<file path="src/rtl/vsa_pkg.sv">
package vsa_pkg;

    typedef enum logic [1:0] {
        ST_IDLE  = 2'd0,
        ST_WAIT  = 2'd1,
        ST_ISSUE = 2'd2,
        ST_DONE  = 2'd3
    } vsa_state_e;

endpackage

</file>
<file path="src/rtl/vsa_strip_plan.sv">
// Length of the leading strip: leftover part of the count, or a full strip.
module vsa_strip_plan #(
    parameter int CNT_W     = 16,
    parameter int STRIP_MAX = 64,
    localparam int SLOT_W   = $clog2(STRIP_MAX)
) (
    input  logic [CNT_W-1:0] count_i,
    output logic [SLOT_W:0]  first_len_o,
    output logic             empty_o
);
    logic [SLOT_W-1:0] rem;

    always_comb begin
        rem         = count_i[SLOT_W-1:0];
        empty_o     = (count_i == '0);
        first_len_o = (rem == '0) ? (SLOT_W+1)'(STRIP_MAX) : {1'b0, rem};
    end
endmodule

</file>
<file path="src/rtl/vsa_addr_step.sv">
// Sign-extended stride scaled to a byte step.
module vsa_addr_step #(
    parameter int ADDR_W     = 32,
    parameter int STRIDE_W   = 16,
    parameter int ELEM_SHIFT = 3,
    localparam int SCALED_W  = STRIDE_W + ELEM_SHIFT
) (
    input  logic [STRIDE_W-1:0] stride_i,
    output logic [ADDR_W-1:0]   step_o
);
    logic [SCALED_W-1:0] scaled;

    assign scaled = {stride_i, {ELEM_SHIFT{1'b0}}};

    generate
        if (ADDR_W > SCALED_W) begin : g_extend
            assign step_o = {{(ADDR_W-SCALED_W){scaled[SCALED_W-1]}}, scaled};
        end else begin : g_trunc
            assign step_o = scaled[ADDR_W-1:0];
        end
    endgenerate
endmodule

</file>
<file path="src/rtl/vec_stride_agen.sv">
module vec_stride_agen #(
    parameter int ADDR_W      = 32,
    parameter int STRIDE_W    = 16,
    parameter int CNT_W       = 16,
    parameter int STRIP_MAX   = 64,
    parameter int ELEM_SHIFT  = 3,
    parameter int STARTUP_CYC = 4,
    parameter int LOOP_CYC    = 1,
    localparam int SLOT_W     = $clog2(STRIP_MAX),
    localparam int GAP_CYC    = STARTUP_CYC + LOOP_CYC,
    localparam int TMR_W      = $clog2(GAP_CYC + 1)
) (
    input  logic                clk,
    input  logic                rst_n,
    input  logic                start_i,
    input  logic [ADDR_W-1:0]   base_i,
    input  logic [STRIDE_W-1:0] stride_i,
    input  logic [CNT_W-1:0]    count_i,
    output logic                busy_o,
    output logic                done_o,
    output logic                addr_valid_o,
    input  logic                addr_ready_i,
    output logic [ADDR_W-1:0]   addr_o,
    output logic [SLOT_W-1:0]   slot_o,
    output logic                strip_last_o
);
    import vsa_pkg::*;

    typedef struct packed {
        vsa_state_e          st;
        logic [TMR_W-1:0]    tmr;
        logic [ADDR_W-1:0]   addr;
        logic [STRIDE_W-1:0] stride;
        logic [SLOT_W-1:0]   slot;
        logic [SLOT_W:0]     len;
        logic [CNT_W-1:0]    left;
    } ctl_t;

    ctl_t r_d, r_q;

    logic [SLOT_W:0]   first_len;
    logic              cnt_empty;
    logic [ADDR_W-1:0] step;
    logic              at_strip_end;

    vsa_strip_plan #(.CNT_W(CNT_W), .STRIP_MAX(STRIP_MAX)) plan_i (
        .count_i     (count_i),
        .first_len_o (first_len),
        .empty_o     (cnt_empty)
    );

    vsa_addr_step #(.ADDR_W(ADDR_W), .STRIDE_W(STRIDE_W), .ELEM_SHIFT(ELEM_SHIFT)) step_i (
        .stride_i (r_q.stride),
        .step_o   (step)
    );

    assign at_strip_end = ({1'b0, r_q.slot} == (r_q.len - 1'b1));

    always_comb begin
        r_d = r_q;
        unique case (r_q.st)
            ST_IDLE, ST_DONE: begin
                r_d.st = ST_IDLE;
                if (start_i) begin
                    if (cnt_empty) begin
                        r_d.st = ST_DONE;
                    end else begin
                        r_d.st     = ST_WAIT;
                        r_d.tmr    = TMR_W'(STARTUP_CYC);
                        r_d.addr   = base_i;
                        r_d.stride = stride_i;
                        r_d.slot   = '0;
                        r_d.len    = first_len;
                        r_d.left   = count_i;
                    end
                end
            end
            ST_WAIT: begin
                if (r_q.tmr <= TMR_W'(1)) begin
                    r_d.st = ST_ISSUE;
                end else begin
                    r_d.tmr = r_q.tmr - 1'b1;
                end
            end
            ST_ISSUE: begin
                if (addr_ready_i) begin
                    r_d.addr = r_q.addr + step;
                    r_d.left = r_q.left - 1'b1;
                    if (r_q.left == CNT_W'(1)) begin
                        r_d.st = ST_DONE;
                    end else if (at_strip_end) begin
                        r_d.st   = ST_WAIT;
                        r_d.tmr  = TMR_W'(GAP_CYC);
                        r_d.slot = '0;
                        r_d.len  = (SLOT_W+1)'(STRIP_MAX);
                    end else begin
                        r_d.slot = r_q.slot + 1'b1;
                    end
                end
            end
            default: r_d.st = ST_IDLE;
        endcase
    end

    always_ff @(posedge clk or negedge rst_n) begin
        if (!rst_n) begin
            r_q <= '{st: ST_IDLE, tmr: '0, addr: '0, stride: '0,
                     slot: '0, len: '0, left: '0};
        end else begin
            r_q <= r_d;
        end
    end

    assign busy_o       = (r_q.st == ST_WAIT) || (r_q.st == ST_ISSUE);
    assign done_o       = (r_q.st == ST_DONE);
    assign addr_valid_o = (r_q.st == ST_ISSUE);
    assign addr_o       = r_q.addr;
    assign slot_o       = r_q.slot;
    assign strip_last_o = (r_q.st == ST_ISSUE) && at_strip_end;
endmodule

</file>
<file path="config.mk">
export PLATFORM = sky130hd
export DESIGN_NAME = vec_stride_agen
export DESIGN_NICKNAME = d
export VERILOG_FILES = /design/src/rtl/vsa_pkg.sv /design/src/rtl/vsa_strip_plan.sv /design/src/rtl/vsa_addr_step.sv /design/src/rtl/vec_stride_agen.sv
export SDC_FILE = /design/constraint.sdc
export NUM_CORES = 1
export LEC_CHECK = 0
export ABC_AREA = 1
export CAP_MARGIN = 15
export CELL_PAD_IN_SITES_DETAIL_PLACEMENT = 0
export CELL_PAD_IN_SITES_GLOBAL_PLACEMENT = 2
export CORE_UTILIZATION = 33
export DETAILED_ROUTE_END_ITERATION = 12
export GPL_TIMING_DRIVEN = 1
export PLACE_DENSITY = 0.9
export SYNTH_ARGS = -nofsm -noshare
export SYNTH_HDL_FRONTEND = slang
export SYNTH_HIERARCHICAL = 1
export SYNTH_SLANG_ARGS = --single-unit
export TNS_END_PERCENT = 20
</file>
<file path="constraint.sdc">
create_clock -name clk -period 2.95 [get_ports clk]
set_clock_uncertainty 0.05 [all_clocks]
set_input_delay 0.59 -clock clk [delete_from_list [all_inputs] [get_ports clk]]
set_output_delay 0.59 -clock clk [all_outputs]
set_load 0.05 [all_outputs]
</file>
# Yosys cells after proc, flatten, opt, wreduce, memory -nomap -nowiden
# Index checks and enable logic that the tools add are counted.
# op_classes
reduce_logical	13
n_mux	17
bitwise_logic	1
eq_ne	13
add_sub_neg	5
order_cmp	1
# ops
op	n
$mux 82	1
$mux 80	1
$pmux 32 s2	1
$pmux 29 s2	1
$mux 37	1
$add 32x32->32	1
$mux 29	1
$eq 16x1->1 const B	1
$logic_not 16->1	1
$sub 16x1->16 const B	1
$pmux 5 s3	1
$mux 7	2
$mux 13	1
$reduce_and 6->1	2
$ne 2x2->1 const B	5
$eq 6x7->1	1
$sub 7x1->7 const B	1
$add 6x1->6 const B	1
$logic_not 6->1	1
$mux 2	3
$mux 3	2
$mux 6	1
$reduce_and 3->1	2
$mux 5	1
other kinds (14)	16
# totals
inputBits	68
reg_bits	82
output_inout_bits	42

# Depth between registers and ports, before layout
# Gate-level depths: netlist of the first run.
# logic_depth
ltp_word	6
depth_mapped	15
ltp_nobuf	14

# Hierarchy
# The synthesis of the first run kept the hierarchy.
# by_module_without_submodules
mod	cells_each	n_inst	area_per_inst_um2
vec_stride_agen	1052	1	6950.4
vsa_addr_step	33	1	244.0
vsa_strip_plan	38	1	143.9

# Worst setup path before layout of the first run
# Ideal clock, no wire load.
# synth_path
path_type	register to output
from	reg r_q[80] (netlist name)
to	out strip_last_o
required_ps	2310
path_buffers	3
arrival_time_ps	2186
path_stages_with_launch	8
setup_slack_ps	124
path_cell_list	dfrtp_1 > inv_1 > ha_1 > buf_6 > inv_2 > buf_2 > clkbuf_1 > nor2_1
# synth_between
elab_chain_cells	2
# synth_lines
item	line_no	text
start, declared	vec_stride_agen.sv:39	ctl_t r_d, r_q;
start signal, assigned	vec_stride_agen.sv:107	r_q <= '{st: ST_IDLE, tmr: '0, addr: '0, stride: '0,
start signal, assigned	vec_stride_agen.sv:110	r_q <= r_d;
$eq 2x2->1	-	
via addr_valid_o	vec_stride_agen.sv:21	output logic addr_valid_o,
$logic_and 1x1->1	vec_stride_agen.sv:119	assign strip_last_o = (r_q.st == ST_ISSUE) && at_strip_end;
end, declared	vec_stride_agen.sv:25	output logic strip_last_o
# The timed path passes the listed nets, and every way through them passes these cells.

# Worst setup path in the final report of the first run
# layout_path
from	reg r_q[80] (netlist name)
to	out busy_o
# layout_between
elab_chain_cells	2
# layout_lines
item	line_no	text
$eq 2x1->1 / $eq 2x2->1 (equally long branches)	vec_stride_agen.sv:114	assign busy_o = (r_q.st == ST_WAIT) || (r_q.st == ST_ISSUE);
$logic_or 1x1->1 *	vec_stride_agen.sv:114	
end, declared	vec_stride_agen.sv:19	output logic busy_o,
# Every way passes the cells marked *; elsewhere a longest branch is shown, timed or not.

==> results of run 1 <==
-- flip-flops by register name, indices dropped and copies added, names as in the netlist --
register and count:
slot_o 6, r_q 44, addr_o 32
-- cell usage in the layout, fill, tap and decap left out, types with 5 or more instances in the layout --
cell type	n
mux2_2	16
ha_1	39
nor3_1	14
o211ai_1	5
buf_4	20
a21oi_1	74
nand4_1	5
nor2_1	89
clkbuf_16	9
o21ai_1	6
nand3_1	65
nor4_1	5
buf_12	6
nand2_1	368
clkdlybuf4s50_1	106
inv_2	6
xor2_1	8
dfrtp_1	82
o21ai_0	30
inv_1	156
-- how the worst max path moves through the flow --
stage	slack [ps]	end	cells after the start
after floorplan	120	strip_last_o	7
after global placement	140	r_q[32]	11
after detailed placement	130	r_q[43]	11
after CTS	40	strip_last_o	11
after global routing	7	strip_last_o	11
final	180	busy_o	4
-- logic make-up after synthesis --
family / count (synthesis)
AO/OA/AOI/OAI: 138
adder cells (fa/ha/maj): 40
multiplexers: 16
XOR/XNOR: 14
other: 1
flip-flops: 82
buffers and inverters: 263
AND/OR/NAND/NOR: 569
-- power by group through the flow --
stage	Combinational, mW	Clock, mW	Sequential [mW]
floorplan	6.12	0	2.00
global placement	7.59	0	2.18
detailed placement	7.64	0	2.18
CTS	7.67	1.29	2.17
global route	8.62	1.33	2.25
finish	7.65	1.26	2.17
-- metrics by stage --
stage | instance area (um^2) | cells | hold slack [ps] | total power, mW
after CTS | 8655 | 1450 | 224.9 | 11.13
after global routing | 8677 | 1452 | 251.7 | 12.19
after floorplan | 7346 | 1125 | 244.4 | 8.119
after global placement | 8335 | 1435 | 444.1 | 9.775
after detailed placement | 8335 | 1435 | 456.9 | 9.819
final | 8677 | 1452 | 206.5 | 11.08
-- worst register-to-register path, delay by kind of cell (launching register included) --
family,cells,cell delay (ps)
AO/OA/AOI/OAI,3,680
flip-flops,1,750
adder cells (fa/ha/maj),1,420
AND/OR/NAND/NOR,6,390
-- cell type report --
| cell class | instances | area, um^2 | share of cell area |
|---|---|---|---|
| well taps | 280 | 350.3 | 0.04037 |
| flip-flops and latches | 82 | 2052 | 0.2365 |
| clock inverters | 4 | 76.32 | 0.008796 |
| clock buffers | 11 | 242.7 | 0.02797 |
| multi-input cells | 780 | 4010 | 0.4621 |
| inverters | 163 | 614.3 | 0.07080 |
| repair buffers | 132 | 1331 | 0.1534 |
-- routing by layer --
metal	vias to the layer above	wire length (um)	share of wire	track usage
li1	3553	-	-	-
met1	3019	10810	0.50	0.2831
met2	145	9585	0.44	0.3149
met3	13	969	0.045	0.02771
met4	0	176	0.0082	0.03650
met5	-	0	0	0
-- what timing repair did --
item | CTS | global route
setup endpoints to repair | 0 | 1
buffers inserted | 0 | 2
gates resized for setup | 0 | 3
==> reports/metrics.csv, run 1 <==
metric;value;unit
All-Layer GR Usage;0.1973;
crit-path max FO;5;
largest net degree at the start of global routing;44;
fraction of registers with async set/reset;1.000;
P&R area growth vs syn;18.24;%
synth unique cells;51;
die height;151.1;um
Row Count;54;
final period utilization;0.9379;
cts bufs inserted;9;
Final Hold Fails;0;
filler cell count;2327;
P_int;5.058;mW
Mapped Cells;1123;
CP peak stage delay;840;ps
CP arrival;2130;ps
GPL Wtd Cong;0.8748;
Vias/cell;4.635;
Pwr Density;1277;nW/um^2
post-route antenna net violation count;0;
Simple-Gate Fraction of Synth Area;0.3228;
DR iter-0 viols;325;
reg2reg start;r_q[44];
Hold Buf Count CTS;0;
Port Buffers;109;
CTS max path bufs;2;
Post-Synth XOR/XNOR Area;0.01876;
HPWL after DPL;16900;um
register area share after synthesis;0.2796;
# setup viols final;0;
ys flop type;dfrtp_1;
leak pwr;4.415;nW
H-tree depth;3;
Core ar.;21820;um^2
Crit. Startpoint;r_q[80];
hold crit path type;primary input to asynchronous set/reset pin;
CTS tree;done;
grt total ovfl;0;
Psw;6.020;mW
peak supply drop;0.4330;mV
final setup TNS;0;ps
Critical Path RT;2310;ps
Max-slew headroom;0.5772;
crit path time final;2767;ps
largest family of logic cells by synthesized area;simple AND/OR/NAND/NOR gates;
vias in the first global route;6419;
Clk pin slew, worst setup/hold paths;70;ps
post-DR wirelength/cell;14.84;um
Post-Synth Adder-Cell Area;0.06922;
Seq pwr share;0.196;
R2R depth;10;
DRC violations left;0;
most common library cells after synthesis;nand2_1, inv_1, nor2_1, dfrtp_1, a21oi_1;
kind of critical path;register to output port;
Post-synth EDFFs;0;
CP startpoint kind;register;
die area;22840;um^2
Compound-Gate Fraction of Synth Area;0.1086;
Final Util;0.3976;
Crit-path slowest cell;clkdlybuf4s50_1;
mux cell area share after synthesis;0.02455;
Worst-Skew Late Latency;340;ps
leading post-synthesis cells by cell area;dfrtp_1, nand2_1, inv_1, buf_4, ha_1;
Starting Density;0.3363;
pre-CTS setup slack;133.3;ps
crit path capture type;output port;
Worst R2R Setup Slack;540;ps
Die X;151.1;um
Bufs and invs on worst path;3;
I/O Pins;110;
Syn Std Cell Area;7338;um^2
status;complete, no violations;
Final Max Tran Viols;0;
post-synth top area share;0.2796;
syn_area_per_cell;6.535;um^2
part of the power in the clock network;0.113;
#FFs+latches synth;82;
CTS sink cnt;82;
Slew @ Worst Pin;634.2;ps
top-count cell post-synth;nand2_1;
first-pass GRT wire length;34310;um
switching portion of total power;0.5434;
final wirelength;21540;um
CP delay by family, top;buffers and inverters;
DRT Pass-1 Iters;5;
final setup margin;183.1;ps
Yosys top cell by area;dfrtp_1;
share of cells above drive strength 1;0.07594;
initial antenna violation count;0;
Logic pwr share;0.690;
CP Cell Sequence;inv_1 > ha_1 > inv_2 > clkdlybuf4s50_1;
clock root cell;clkbuf_16;
Layout Nets;1276;
Max-cap violations;0;
ANT cells;0;
RSZ-0062 raised after global routing;false;
reg2reg end;addr_o[29];
Peak Freq;361.4;MHz
Vias;6730;
Ys Warns;6;
(Power assumes the default switching activity.)
==> inputs of run 2 (changes only) <==
--- a/config.mk
+++ b/config.mk
@@ -10,9 +10,11 @@
 export CELL_PAD_IN_SITES_DETAIL_PLACEMENT = 0
 export CELL_PAD_IN_SITES_GLOBAL_PLACEMENT = 2
 export CORE_UTILIZATION = 33
+export CTS_BUF_LIST = sky130_fd_sc_hd__clkbuf_8 sky130_fd_sc_hd__clkbuf_16
 export DETAILED_ROUTE_END_ITERATION = 12
 export GPL_TIMING_DRIVEN = 1
 export PLACE_DENSITY = 0.9
+export SLEW_MARGIN = 20
 export SYNTH_ARGS = -nofsm -noshare
 export SYNTH_HDL_FRONTEND = slang
 export SYNTH_HIERARCHICAL = 1
==> run 2 against run 1 <==
Against the previous run: via count stayed put; power hardly changed; global-route usage stayed put; setup slack worse by 1.7 ps.
==> reports/metrics.csv, run 2 (synthesis gave the netlist of run 1 again) <==
metric;value;unit
status;complete, no violations;
Cells after DPL;1435;
CP startpoint kind;register;
first-pass GRT wire length;34310;um
Vias/cell;4.635;
DRT Pass-1 Iters;5;
post-route antenna net violation count;0;
Final Util;0.3976;
Worst-Skew Late Latency;340;ps
post-DR wirelength/cell;14.84;um
Pwr Density;1276;nW/um^2
vias in the first global route;6419;
CP Cell Sequence;inv_1 > ha_1 > inv_2 > clkdlybuf4s50_1;
Core ar.;21820;um^2
P&R area growth vs syn;18.24;%
All-Layer GR Usage;0.1973;
CTS max path bufs;2;
Crit-path slowest cell;clkdlybuf4s50_1;
initial antenna violation count;0;
non-filler instance count after layout;1452;
Port Buffers;109;
Hold Buf Count CTS;0;
clock root cell;clkbuf_16;
reg2reg end;addr_o[29];
CP arrival;2130;ps
Vias;6730;
share of cells above drive strength 1;0.07594;
Slew @ Worst Pin;634.2;ps
R2R depth;10;
crit-path max FO;5;
RSZ-0062 raised after global routing;false;
final setup TNS;0;ps
HPWL after DPL;16900;um
hold crit path type;primary input to asynchronous set/reset pin;
Max-cap violations;0;
leading cell type in the layout, fill and taps excluded;nand2_1;
cts bufs inserted;9;
Final Hold Fails;0;
Peak Freq;361.2;MHz
leak pwr;4.419;nW
CP peak stage delay;840;ps
Final Cell Area;8677;um^2
most frequent cells in the layout;nand2_1, inv_1, clkdlybuf4s50_1, nor2_1, dfrtp_1;
GPL Wtd Cong;0.8748;
grt total ovfl;0;
Critical Path RT;2310;ps
Clk pin slew, worst setup/hold paths;70;ps
Final Max Tran Viols;0;
ANT cells;0;
Worst R2R Setup Slack;540;ps
Post-DP Area;8335;um^2
largest net degree at the start of global routing;44;
# setup viols final;0;
final period utilization;0.9385;
DRC violations left;0;
DR iter-0 viols;325;
I/O Pins;110;
Starting Density;0.3363;
Top reg by flops;r_q;
Layout Nets;1276;
die height;151.1;um
reg2reg start;r_q[44];
die area;22840;um^2
Die X;151.1;um
crit path capture type;output port;
kind of critical path;register to output port;
Max-slew headroom;0.5772;
H-tree depth;3;
max reg flops;44;
CTS tree;done;
Row Count;54;
crit path time final;2769;ps
total power;11.07;mW
peak supply drop;0.4324;mV
CTS sink cnt;82;
final wirelength;21550;um
-- run 2: changes by cell type in the layout (fill, tap and decap cells not counted) --
cell,change
clkbuf_1,-1
inv_1,+1
-- run 2: metal layers --
metal  global-route usage  share of wire
met1               0.2831           0.50
met2               0.3149           0.44
met3              0.02771          0.045
met4              0.03650         0.0082
met5                    0              0
-- run 2: worst max-delay path, delay by kind of cell (launching register included) --
family / cells / cell delay (ps)
buf+inv: 3 / 1050
flops: 1 / 410
fa+ha+maj: 1 / 320
-- run 2: per-stage QoR --
stage,hold slack [ps],setup WS (ps)
3_5_place_dp,456.9,133.3
2_1_floorplan,244.4,124.0
3_3_place_gp,444.1,140.9
6_report,206.9,181.4
4_1_cts,224.9,36.48
5_1_grt,251.7,6.776
-- run 2: how the worst max path moves through the flow --
stage | cells past startpoint | slack [ps] | from | end
final | 4 | 180 | r_q[80] | busy_o
after CTS | 11 | 40 | r_q[16] | strip_last_o
after global routing | 11 | 7 | r_q[16] | strip_last_o
after global placement | 11 | 140 | count_i[9] | r_q[32]
after detailed placement | 11 | 130 | count_i[9] | r_q[43]
after floorplan | 7 | 120 | r_q[80] | strip_last_o
-- run 2: final cells by class --
| class | count | area (um^2) |
|---|---|---|
| fill | 2327 | 13150 |
| multi-input combinational | 780 | 4010 |
| clock buffer | 10 | 239.0 |
| sequential | 82 | 2052 |
| timing repair buffer | 132 | 1331 |
| clock inverter | 5 | 80.08 |
| tap | 280 | 350.3 |
| inverter | 163 | 614.3 |
-- run 2: what timing repair did --
| item | 4_1_cts | 5_1_grt |
|---|---|---|
| endpoints found under the setup margin | 0 | 1 |
| buffers inserted | 0 | 2 |
| resized for setup | 0 | 3 |
-- run 2: power breakdown --
group | switching [mW] | internal [mW]
logic | 5.00 | 2.64
registers | 0.521 | 1.65
clock network | 0.495 | 0.760
total | 6.02 | 5.05
==> inputs of run 3 (changes only) <==
--- a/config.mk
+++ b/config.mk
@@ -13,10 +13,10 @@
 export CTS_BUF_LIST = sky130_fd_sc_hd__clkbuf_8 sky130_fd_sc_hd__clkbuf_16
 export DETAILED_ROUTE_END_ITERATION = 12
 export GPL_TIMING_DRIVEN = 1
-export PLACE_DENSITY = 0.9
+export PLACE_DENSITY = 0.92
 export SLEW_MARGIN = 20
 export SYNTH_ARGS = -nofsm -noshare
 export SYNTH_HDL_FRONTEND = slang
 export SYNTH_HIERARCHICAL = 1
 export SYNTH_SLANG_ARGS = --single-unit
-export TNS_END_PERCENT = 20
+export TNS_END_PERCENT = 10
==> run 3 against run 2 <==
Against the previous run: sequential cell count stayed put; clock power rose by 3%; cell count stayed put; die area unchanged; routed wire length down 2.0%; utilization hardly changed; via count up 0.18%.
==> reports/metrics.csv, run 3 (synthesis gave the netlist of run 1 again) <==
metric;value;unit
Hold Buf Count CTS;0;
clock root cell;clkbuf_16;
Final Util;0.3979;
Bufs and invs on worst path;2;
cts bufs inserted;9;
CP most frequent cell;nand2_1;
reg2reg start;r_q[44];
final setup TNS;0;ps
ANT cells;0;
CTS max path bufs;2;
status;complete, no violations;
All-Layer GR Usage;0.1939;
Core ar.;21820;um^2
Crit-path slowest cell;dfrtp_1;
die height;151.1;um
CTS tree;done;
total power;11.04;mW
hold crit path type;primary input to asynchronous set/reset pin;
share of cells above drive strength 1;0.07765;
DR iter-0 viols;361;
crit path capture type;output port;
CP delay by family, top;simple AND/OR/NAND/NOR gates;
first-pass GRT wire length;33820;um
DRC violations left;0;
I/O Pins;110;
Layout Nets;1275;
Critical Path RT;2310;ps
Port Buffers;109;
reg2reg end;addr_o[29];
final wirelength;21120;um
vias in the first global route;6486;
Worst-Skew Late Latency;360;ps
leak pwr;4.422;nW
pre-CTS setup slack;56.00;ps
Vias/cell;4.643;
crit-path max FO;4;
largest net degree at the start of global routing;49;
final period utilization;0.9426;
leading cell type in the layout, fill and taps excluded;nand2_1;
crit path time final;2781;ps
CP peak stage delay;400;ps
non-filler instance count after layout;1452;
Final Max Tran Viols;0;
Max-slew headroom;0.5887;
CP Cell Sequence;inv_1 > ha_1 > nand2_1 > o21ai_1 > nand2_1 > nand2_1 > nand2_1 > nor2_1 > nand3_2 > nor2_4 > buf_12;
Die X;151.1;um
Peak Freq;359.6;MHz
HPWL after DPL;16630;um
initial antenna violation count;0;
Final Hold Fails;0;
kind of critical path;register to output port;
CTS sink cnt;82;
DRT Pass-1 Iters;5;
P&R area growth vs syn;18.35;%
GPL Wtd Cong;0.8684;
max reg flops;44;
Starting Density;0.3363;
Slew @ Worst Pin;617.0;ps
post-DR wirelength/cell;14.55;um
Top reg by flops;r_q;
Clk pin slew, worst setup/hold paths;80;ps
# setup viols final;0;
H-tree depth;3;
filler cell count;2370;
CP arrival;2140;ps
Vias;6742;
Row Count;54;
Cells after DPL;1433;
R2R depth;10;
most frequent cells in the layout;nand2_1, inv_1, clkdlybuf4s50_1, nor2_1, dfrtp_1;
Worst R2R Setup Slack;580;ps
final setup margin;169.2;ps
CP startpoint kind;register;
post-route antenna net violation count;0;
Pwr Density;1271;nW/um^2
grt total ovfl;0;
Max-cap violations;0;
die area;22840;um^2
peak supply drop;0.5368;mV
[run 3: area by class of cell]
cell class                 instances  area, um^2  area share
inverter                         163       614.3     0.07074
tap                              280       350.3     0.04034
multi-input combinational        780        4013      0.4620
clock inverter                     7       106.4     0.01225
sequential                        82        2052      0.2363
clock buffer                       9       225.2     0.02593
timing repair buffer             131        1324      0.1524
[run 3: what timing repair did]
action	CTS	global route
setup buffers	0	3
endpoints found under the setup margin	1	1
pin swaps	0	1
gates resized for setup	1	3
[run 3: worst max path at each step]
stage,from,end,cells after the start
finish,r_q[16],strip_last_o,11
floorplan,r_q[80],strip_last_o,7
global placement,count_i[4],slot_o[5],15
global route,r_q[16],strip_last_o,11
detailed placement,count_i[4],slot_o[4],15
CTS,r_q[16],strip_last_o,11
[run 3: per-stage QoR]
stage,area [um^2],hold WS [ps]
after floorplan,7346,244.4
after global placement,8320,444.5
after detailed placement,8320,440.1
after CTS,8655,163.2
after global routing,8685,184.5
final,8685,148.6
[run 3: metal layers]
layer  share of wire  up-vias  global-route usage
met4           0.016        0             0.05400
met3           0.035       20             0.02470
met2            0.45      113              0.3170
met5               0        -                   0
met1            0.50     3064              0.2668
li1                -     3545                   -
[run 3: report_power, final]
group	internal [mW]	total [mW]	switching [mW]
Combinational	2.64	7.58	4.94
Sequential	1.65	2.17	0.518
Clock	0.761	1.29	0.530
Total	5.05	11.0	5.98
